### src/rtl/alu16_pkg.sv
package alu16_pkg;

    typedef enum logic [3:0] {
        OP_ADD  = 4'h0,
        OP_SUB  = 4'h1,
        OP_AND  = 4'h2,
        OP_OR   = 4'h3,
        OP_XOR  = 4'h4,
        OP_NOT  = 4'h5,
        OP_SHL  = 4'h6,
        OP_SHR  = 4'h7,
        OP_INC  = 4'h8,
        OP_DEC  = 4'h9,
        OP_CMP  = 4'hA,
        OP_NEG  = 4'hB,
        OP_PASS = 4'hC,
        OP_ZERO = 4'hD,
        OP_ONES = 4'hE,
        OP_NOP  = 4'hF
    } alu_op_e;

    // Which datapath produces the result
    typedef enum logic [1:0] {
        U_SUM   = 2'd0,
        U_BIT   = 2'd1,
        U_SHIFT = 2'd2,
        U_IDLE  = 2'd3
    } unit_e;

    // Steering of the adder's second input
    typedef enum logic [2:0] {
        BS_B    = 3'd0,
        BS_NOTB = 3'd1,
        BS_ZERO = 3'd2,
        BS_ONES = 3'd3,
        BS_NOTA = 3'd4
    } bsel_e;

    typedef struct packed {
        unit_e unit;
        logic  a_zero;   // adder first input forced to zero
        bsel_e bsel;
        logic  cin;
        logic  wr;       // write-back enable
        logic  upd;      // flags meaningful / loadable
    } ctl_t;

    localparam int FLAG_Z = 3;
    localparam int FLAG_N = 2;
    localparam int FLAG_C = 1;
    localparam int FLAG_V = 0;

endpackage

### src/rtl/alu16_decode.sv
module alu16_decode
    import alu16_pkg::*;
(
    input  logic [3:0] opcode,
    output ctl_t       ctl
);
    alu_op_e op;
    assign op = alu_op_e'(opcode);

    always_comb begin
        ctl = '{unit: U_BIT, a_zero: 1'b0, bsel: BS_B, cin: 1'b0,
                wr: 1'b1, upd: 1'b1};
        unique case (op)
            OP_ADD:  begin ctl.unit = U_SUM; ctl.bsel = BS_B; end
            OP_SUB:  begin ctl.unit = U_SUM; ctl.bsel = BS_NOTB; ctl.cin = 1'b1; end
            OP_CMP:  begin ctl.unit = U_SUM; ctl.bsel = BS_NOTB; ctl.cin = 1'b1;
                           ctl.wr = 1'b0; end
            OP_INC:  begin ctl.unit = U_SUM; ctl.bsel = BS_ZERO; ctl.cin = 1'b1; end
            OP_DEC:  begin ctl.unit = U_SUM; ctl.bsel = BS_ONES; end
            OP_NEG:  begin ctl.unit = U_SUM; ctl.a_zero = 1'b1; ctl.bsel = BS_NOTA;
                           ctl.cin = 1'b1; end
            OP_SHL, OP_SHR: ctl.unit = U_SHIFT;
            OP_AND, OP_OR, OP_XOR, OP_NOT,
            OP_PASS, OP_ZERO, OP_ONES: ctl.unit = U_BIT;
            OP_NOP:  begin ctl.unit = U_IDLE; ctl.wr = 1'b0; ctl.upd = 1'b0; end
            default: begin ctl.unit = U_IDLE; ctl.wr = 1'b0; ctl.upd = 1'b0; end
        endcase
    end
endmodule

### src/rtl/alu16_sum.sv
module alu16_sum #(
    parameter int W = 16
) (
    input  logic [W-1:0] a,
    input  logic [W-1:0] b,
    input  logic         cin,
    output logic [W-1:0] sum,
    output logic         cout,
    output logic         ovf
);
    localparam int MSB = W - 1;

    always_comb begin
        {cout, sum} = {1'b0, a} + {1'b0, b} + {{W{1'b0}}, cin};
        ovf = (a[MSB] == b[MSB]) && (sum[MSB] != a[MSB]);
    end
endmodule

### src/rtl/alu16_bitwise.sv
module alu16_bitwise
    import alu16_pkg::*;
#(
    parameter int W = 16
) (
    input  logic [3:0]   opcode,
    input  logic [W-1:0] a,
    input  logic [W-1:0] b,
    output logic [W-1:0] res,
    output logic         shc
);
    localparam int MSB = W - 1;
    alu_op_e op;
    assign op = alu_op_e'(opcode);

    always_comb begin
        res = '0;
        shc = 1'b0;
        case (op)
            OP_AND:  res = a & b;
            OP_OR:   res = a | b;
            OP_XOR:  res = a ^ b;
            OP_NOT:  res = ~a;
            OP_PASS: res = a;
            OP_ZERO: res = '0;
            OP_ONES: res = '1;
            OP_SHL:  begin res = {a[MSB-1:0], 1'b0}; shc = a[MSB]; end
            OP_SHR:  begin res = {1'b0, a[MSB:1]};   shc = a[0];   end
            default: res = '0;
        endcase
    end
endmodule

### src/rtl/alu16_core.sv
module alu16_core
    import alu16_pkg::*;
#(
    parameter int W         = 16,
    parameter bit REG_FLAGS = 1'b1
) (
    input  logic         clk,
    input  logic         rst_n,
    input  logic [W-1:0] src_a,
    input  logic [W-1:0] src_b,
    input  logic [3:0]   opcode,
    input  logic         flag_ld,
    output logic [W-1:0] result,
    output logic         wr_en,
    output logic [3:0]   flags_now,
    output logic [3:0]   flags_q
);
    localparam int MSB = W - 1;

    ctl_t         ctl;
    logic [W-1:0] add_a, add_b, sum;
    logic         cout, ovf;
    logic [W-1:0] bit_res;
    logic         shc;

    alu16_decode u_dec (.opcode(opcode), .ctl(ctl));

    always_comb begin
        add_a = ctl.a_zero ? '0 : src_a;
        case (ctl.bsel)
            BS_B:    add_b = src_b;
            BS_NOTB: add_b = ~src_b;
            BS_ZERO: add_b = '0;
            BS_ONES: add_b = '1;
            BS_NOTA: add_b = ~src_a;
            default: add_b = '0;
        endcase
    end

    alu16_sum #(.W(W)) u_sum (
        .a(add_a), .b(add_b), .cin(ctl.cin),
        .sum(sum), .cout(cout), .ovf(ovf)
    );

    alu16_bitwise #(.W(W)) u_bit (
        .opcode(opcode), .a(src_a), .b(src_b), .res(bit_res), .shc(shc)
    );

    always_comb begin
        result    = '0;
        flags_now = '0;
        unique case (ctl.unit)
            U_SUM:   begin
                result            = sum;
                flags_now[FLAG_C] = cout;
                flags_now[FLAG_V] = ovf;
            end
            U_SHIFT: begin
                result            = bit_res;
                flags_now[FLAG_C] = shc;
            end
            U_BIT:   result = bit_res;
            U_IDLE:  result = '0;
            default: result = '0;
        endcase
        if (ctl.upd) begin
            flags_now[FLAG_Z] = (result == '0);
            flags_now[FLAG_N] = result[MSB];
        end
        wr_en = ctl.wr;
    end

    generate
        if (REG_FLAGS) begin : g_flag_reg
            always_ff @(posedge clk or negedge rst_n) begin
                if (!rst_n)
                    flags_q <= '0;
                else if (flag_ld && ctl.upd)
                    flags_q <= flags_now;
            end
        end else begin : g_flag_wire
            logic unused_ok;
            assign unused_ok = &{1'b0, clk, rst_n, flag_ld};
            assign flags_q   = flags_now;
        end
    endgenerate
endmodule

### config.mk
export PLATFORM = sky130hd
export DESIGN_NAME = alu16_core
export DESIGN_NICKNAME = d
export VERILOG_FILES = /design/src/rtl/alu16_pkg.sv /design/src/rtl/alu16_decode.sv /design/src/rtl/alu16_sum.sv /design/src/rtl/alu16_bitwise.sv /design/src/rtl/alu16_core.sv
export SDC_FILE = /design/constraint.sdc
export NUM_CORES = 1
export LEC_CHECK = 0
export BUFFER_PORTS_ARGS = -buffer_cell sky130_fd_sc_hd__buf_2
export CORE_MARGIN = 2
export CORE_UTILIZATION = 57
export CTS_CLUSTER_DIAMETER = 60
export CTS_CLUSTER_SIZE = 24
export DETAILED_ROUTE_END_ITERATION = 8
export PLACE_DENSITY = 0.9
export SLEW_MARGIN = 10
export SYNTH_ARGS = -nofsm -noshare
export SYNTH_HDL_FRONTEND = slang
export SYNTH_SLANG_ARGS = --single-unit
### constraint.sdc
create_clock -name clk -period 8.42 [get_ports clk]
set_clock_uncertainty 0.2 [all_clocks]
set_input_delay 1.684 -clock clk [delete_from_list [all_inputs] [get_ports clk]]
set_output_delay 1.684 -clock clk [all_outputs]
set_load 0.02 [all_outputs]
---- After elaboration in Yosys (flattened, before gate mapping) ----
Index checks and enable logic that the tools add are counted.
word-level totals
  bits of input ports ..................... 39
  register bits ........................... 4
operators by class
  bitwise operators ....................... 5
  equal/unequal tests ..................... 23
  $add $sub $neg .......................... 2
  multiplexer cells ....................... 14
  reduce and logical (&&, ||, !) cells .... 13
operators with widths
  cell                                            count
  one-hot mux 16 bit (8 select lines)             1
  one-hot mux 16 bit (4 select lines)             1
  one-hot mux 16 bit (3 select lines)             1
  == test 4 bit (second input constant)           8
  NOT 16 bit                                      2
  adder 16 x 16 -> 17 bit                         1
  adder 17 x 1 -> 17 bit                          1
  AND 16 bit                                      1
  == test 4 x 3 -> 1 bit (second input constant)  4
  logical NOT 16 bit                              1
  two-way mux 16 bit                              1
  bitwise OR 16 bit                               1
  bitwise XOR 16 bit                              1
  one-hot mux 3 bit (4 select lines)              1
  == test 4 x 2 -> 1 bit (second input constant)  2
  one-hot mux 2 bit (4 select lines)              1
  OR reduction 2 bit                              4
  OR reduction 7 bit                              1
  OR reduction 6 bit                              1
  two-way mux 1 bit                               5
  == test 2 bit (second input constant)           2
  == test 4 x 1 -> 1 bit (second input constant)  1
  logical NOT 4 bit                               1
  one-hot mux 1 bit (2 select lines)              2
  11 further kinds                                12

---- Depth between registers and ports, before layout ----
  word-level depth ........................ 10
  depth in mapped cells ................... 20
  depth with buffers taken out ............ 17

---- Hierarchy ----
Synthesis repeated with hierarchy kept, for this count alone.
unflattened totals
  cells, all modules ...................... 468
  area, all modules ....................... 3,475.8 um^2
modules (own cells, without submodules)
  module         times used  cells an instance  area an instance (um^2)
  alu16_bitwise  1           217                1,591.5
  alu16_core     1           133                984.7
  alu16_sum      1           99                 783.3
  alu16_decode   1           19                 116.4

---- Worst setup path after synthesis ----
Ideal clock, no wire load.
  path kind ............................... input port to output port
  start ................................... input opcode[2]
  end ..................................... output flags_now[3]
  data arrival time ....................... 6.090 ns
  required time ........................... 6.536 ns
  stages on the path ...................... 18
  slack ................................... 0.446 ns
  path buffers ............................ 4
  cell sequence ........................... buf_2 clkbuf_1 buf_1 clkbuf_1 o21bai_1 a21o_1 a21oi_1 fa_1 inv_1 fa_1 a21o_1 a221o_2 nand4_1 o211ai_1 nor4b_2 nand4b_1 or4_1 nor3_1
between the ends
  longest elaborated chain between the ends .. 10
  elaborated cells on any way between the ends .. 42
  classes of those cells .................. add/sub (2); eq/ne (21); mux (9); reduce/logical (10)
ends and longest elaborated chain
  item                                                     RTL line            source
  start: declaration                                       alu16_core.sv:11    input logic [3:0] opcode,
  == test 4 x 1 -> 1 bit or == test 4 bit (tied branches)  alu16_decode.sv:13  unique case (op)
  OR reduction 2 bit (no source line)                      --
  one-hot mux 3 bit (4 select lines)                       alu16_decode.sv:13
  == test 3 bit, or another cell as far along              alu16_core.sv:30    case (ctl.bsel)
  one-hot mux 16 bit (4 select lines)                      alu16_core.sv:30
  adder 16 x 16 -> 17 bit                                  alu16_sum.sv:14     {cout, sum} = {1'b0, a} + {1'b0, b} + {{W{1'b0}}, cin};
  adder 17 x 1 -> 17 bit                                   alu16_sum.sv:14
  one-hot mux 16 bit (3 select lines) (*)                  alu16_core.sv:52    unique case (ctl.unit)
  via result[8]                                            alu16_core.sv:13    output logic [W-1:0] result,
  logical NOT 16 bit (*)                                   alu16_core.sv:67    flags_now[FLAG_Z] = (result == '0);
  two-way mux 2 bit (*)                                    alu16_core.sv:66    if (ctl.upd) begin
  end: declaration                                         alu16_core.sv:15    output logic [3:0] flags_now,
The timed path passes the listed nets; every way through them passes the cells marked *.

---- Worst setup path after layout ----
  start ................................... input opcode[1]
  end ..................................... output flags_now[3]
between the ends
  longest elaborated chain between the ends .. 10
  elaborated cells on any way between the ends .. 42
  classes of those cells .................. add/sub (2); eq/ne (21); mux (9); reduce/logical (10)
ends and longest elaborated chain
  item                                                     RTL line
  == test 4 x 1 -> 1 bit or == test 4 bit (tied branches)  alu16_decode.sv:13
  OR reduction 2 bit (no source line)                      --
  one-hot mux 3 bit (4 select lines)                       alu16_decode.sv:13
  == test 3 bit, or another cell as far along              alu16_core.sv:30
  one-hot mux 16 bit (4 select lines)                      alu16_core.sv:30
  adder 16 x 16 -> 17 bit                                  alu16_sum.sv:14
  adder 17 x 1 -> 17 bit                                   alu16_sum.sv:14
  one-hot mux 16 bit (3 select lines)                      alu16_core.sv:52
  logical NOT 16 bit                                       alu16_core.sv:67
  two-way mux 2 bit (*)                                    alu16_core.sv:66
Mark *: on every way between the ends. The rest lies on a longest branch, timed or not.

==> flow_summary.json <==
{
  "synth-seq-cells": 4,
  "finalSetupViolCount": 0,
  "r2r-start": "flags_q[0]$_DFFE_PN0P_",
  "period_minus_slack_ns": 7.70,
  "ys_top_cells_by_area": "ha_1 17%, o21ai_0 6.7%, nand2_1 6.7%",
  "cts_sinks": 4,
  "syn-num-nets": 613,
  "critical_path_class": "input port to output pin",
  "power.leakage_nw": 1.90,
  "netlist.area_leader.share": 0.172,
  "slowest_stage": "a2111oi_2",
  "top_regs": "flags_q (4)",
  "crit_chain": "buf_2 -> buf_4 -> nand2_1 -> nand2_1 -> o21ai_0 -> a21oi_1 -> o21ai_0 -> ha_1 -> o2111ai_1 -> a2111oi_2 -> nor2_1 -> a211o_1 -> nand4b_1 -> or4_1 -> nor3_1 -> buf_2",
  "antenna_found_initial": 0,
  "track_usage": 0.320,
  "final_antenna_net_count": 0,
  "fillCellCount": 524,
  "ys_seq_area_frac": 0.0280,
  "ctsResizeCount": 0,
  "cts_buffers": 3,
  "rsz0062_at_grt": "no",
  "route.vias.total": 4265,
  "final_cell_mix": "64 x nand2_1, 63 x buf_2, 49 x ha_1",
  "die-area_sq_um": 6910,
  "holdCritPathClass": "flop to flop",
  "routed_wl_um": 11500,
  "cp_data_arrival_time_ns": 5.81,
  "area_delta_synth_final_pct": 9.11,
  "cp_max_fo": 57,
  "multiInputGateArea_sq_um": 3130,
  "dpl.hpwl_um": 8740,
  "gp_congestion": 1.05,
  "crit_start": "opcode[1]",
  "slew_violations": 0,
  "avgViaCountPerCell": 6.72,
  "fin_crit_sh": 0.914,
  "initialDrtViolationCount": 468,
  "synth_warnings": 0,
  "wl_per_cell_um": 18.1,
  "cts_post_setup_buffers_inserted": 0,
  "status": "complete, no violations",
  "start_kind": "input port",
  "synth-xor-area-share": 0.0266,
  "grt_pass1_wl_um": 19000,
  "diodes": 0,
  "end_kind": "output pin",
  "clk_pin_slew_ns": 0.03,
  "boundaryPins": 64,
  "relSlewSlack": 0.542,
  "finalHoldViolations": 0,
  "port-buffer-count": 63,
  "postLayoutCoreUtil": 0.650,
  "synth_fa_ha_area_frac": 0.183,
  "synth_flop_cell": "dfrtp_1",
  "yosys.cell_types.count": 73,
  "nets": 652,
  "fmax_mhz": 130,
  "cap_viol_max_count": 0,
  "cts-root-buf": "clkbuf_8",
  "largest_reg_flops": 4,
  "clockBufferDepth": 2,
  "htreeDepth": 1,
  "drc_errors": 0,
  "regArea_sq_um": 100,
  "synth_area_sq_um": 3570,
  "slowest_delay_ns": 0.56,
  "worst_pin_slew_ns": 0.685,
  "num_rows": 28,
  "critical-path-top-delay-family": "compound AO/OA/AOI/OAI gates",
  "die_w_um": 83.1,
  "synthSimpleGateAreaFrac": 0.246,
  "grt_max_degree": 58,
  "min_from": "flags_q[3]$_DFFE_PN0P_",
  "final_common_cell": "nand2_1",
  "crit_buf_inv": 3,
  "top_register": "flags_q",
  "syn_avg_cell_area_sq_um": 6.83,
  "die_h_um": 83.1,
  "cts_hold_buffers": 0,
  "synthMuxAreaShare": 0.0606,
  "synth_edf_count": 0,
  "synth_compound_area_frac": 0.360,
  "grt_pass1_vias": 3961,
  "fin_tns_setup_ns": 0,
  "synth_area_leader_cell": "ha_1",
  "drive_gt1_frac": 0.164,
  "synthArstFlopShare": 1.00,
  "worstPathRequired_ns": 6.54,
  "drt_first_pass_iters": 5,
  "core-area_sq_um": 5990,
  "power.density_nw_per_um2": 99.0,
  "synth_top_family_by_area": "compound AO/OA/AOI/OAI gates",
  "irDropWorstVdd_v": 0.0000852,
  "start_util": 0.596,
  "clk_latency_ns": 0.21,
  "grt-ovfl-total": 0,
  "cts_tree": "yes",
  "synth_cells": 523
}
report_power, final:
group | switching, mW | internal, mW
Sequential | 0.00138 | 0.0219
Combinational | 0.200 | 0.123
Clock | 0.00954 | 0.0304
layer usage:
| metal | global-route usage | share of wire | wire (um) |
|---|---|---|---|
| met2 | 0.557 | 0.47 | 5390 |
| met5 | 0 | 0 | 0 |
| met3 | 0.0298 | 0.083 | 958 |
| met1 | 0.392 | 0.39 | 4500 |
| met4 | 0.159 | 0.057 | 652 |
tightest hold or removal path, delay by kind of cell, from the launching register on:
kind	cells	cell delay (ns)
compound gates	1	0.05
flops	1	0.32
simple gates	1	0.06
final cells by class:
class,instances,area share
multi-input cells,440,0.803
repair buffers,71,0.0964
inverters,42,0.0405
flip-flops and latches,4,0.0257
well taps,75,0.0241
clock buffers,3,0.0106
metrics by stage:
stage / cells / power, mW / hold slack, ns / instance area [sq um] / setup WS (ns)
after floorplan: 523 / 0.251 / 0.401 / 3570 / 0.446
final: 635 / 0.386 / 0.273 / 3890 / 0.722
after global routing: 635 / 0.417 / 0.301 / 3890 / 0.443
after CTS: 635 / 0.379 / 0.273 / 3890 / 0.782
after global placement: 632 / 0.328 / 0.267 / 3850 / 0.992
after detailed placement: 632 / 0.337 / 0.266 / 3850 / 0.826
synth_stat cells (all sizes together) (3+ instances only):
library cell and instances:
nand2 64, ha 49, o21ai 48, inv 42, nor2 37, a21oi 27
and2 22, buf 22, o22ai 17, mux2i 16, clkbuf 15, a221oi 10
nand3 10, o22a 10, a211oi 9, nand2b 9, a21o 8, a22o 8
nor2b 8, nor3 7, o211ai 6, o21a 5, o32ai 5, xnor2 5
xor2 5, dfrtp 4, a211o 3, a31o 3, mux2 3, nand4b 3
or4 3
worst paths after layout:
path | endpoint | slack [ns] | depth (start not counted)
min in group asynchronous | flags_q[1]$_DFFE_PN0P_ | 1.07 | 1
min reg2reg | flags_q[3]$_DFFE_PN0P_ | 0.27 | 2
min | flags_q[3]$_DFFE_PN0P_ | 0.27 | 2
max reg2reg | flags_q[0]$_DFFE_PN0P_ | 7.45 | 1
max | flags_now[3] | 0.72 | 16
max in group asynchronous | flags_q[0]$_DFFE_PN0P_ | 6.82 | 1
cell families after synthesis:
| family | count (synthesis) |
|---|---|
| AO/OA/AOI/OAI | 183 |
| XOR/XNOR | 10 |
| adder cells (fa/ha/maj) | 51 |
| buffers and inverters | 79 |
| flip-flops | 4 |
| multiplexers | 20 |
| AND/OR/NAND/NOR | 176 |
(Power assumes the default switching activity.)
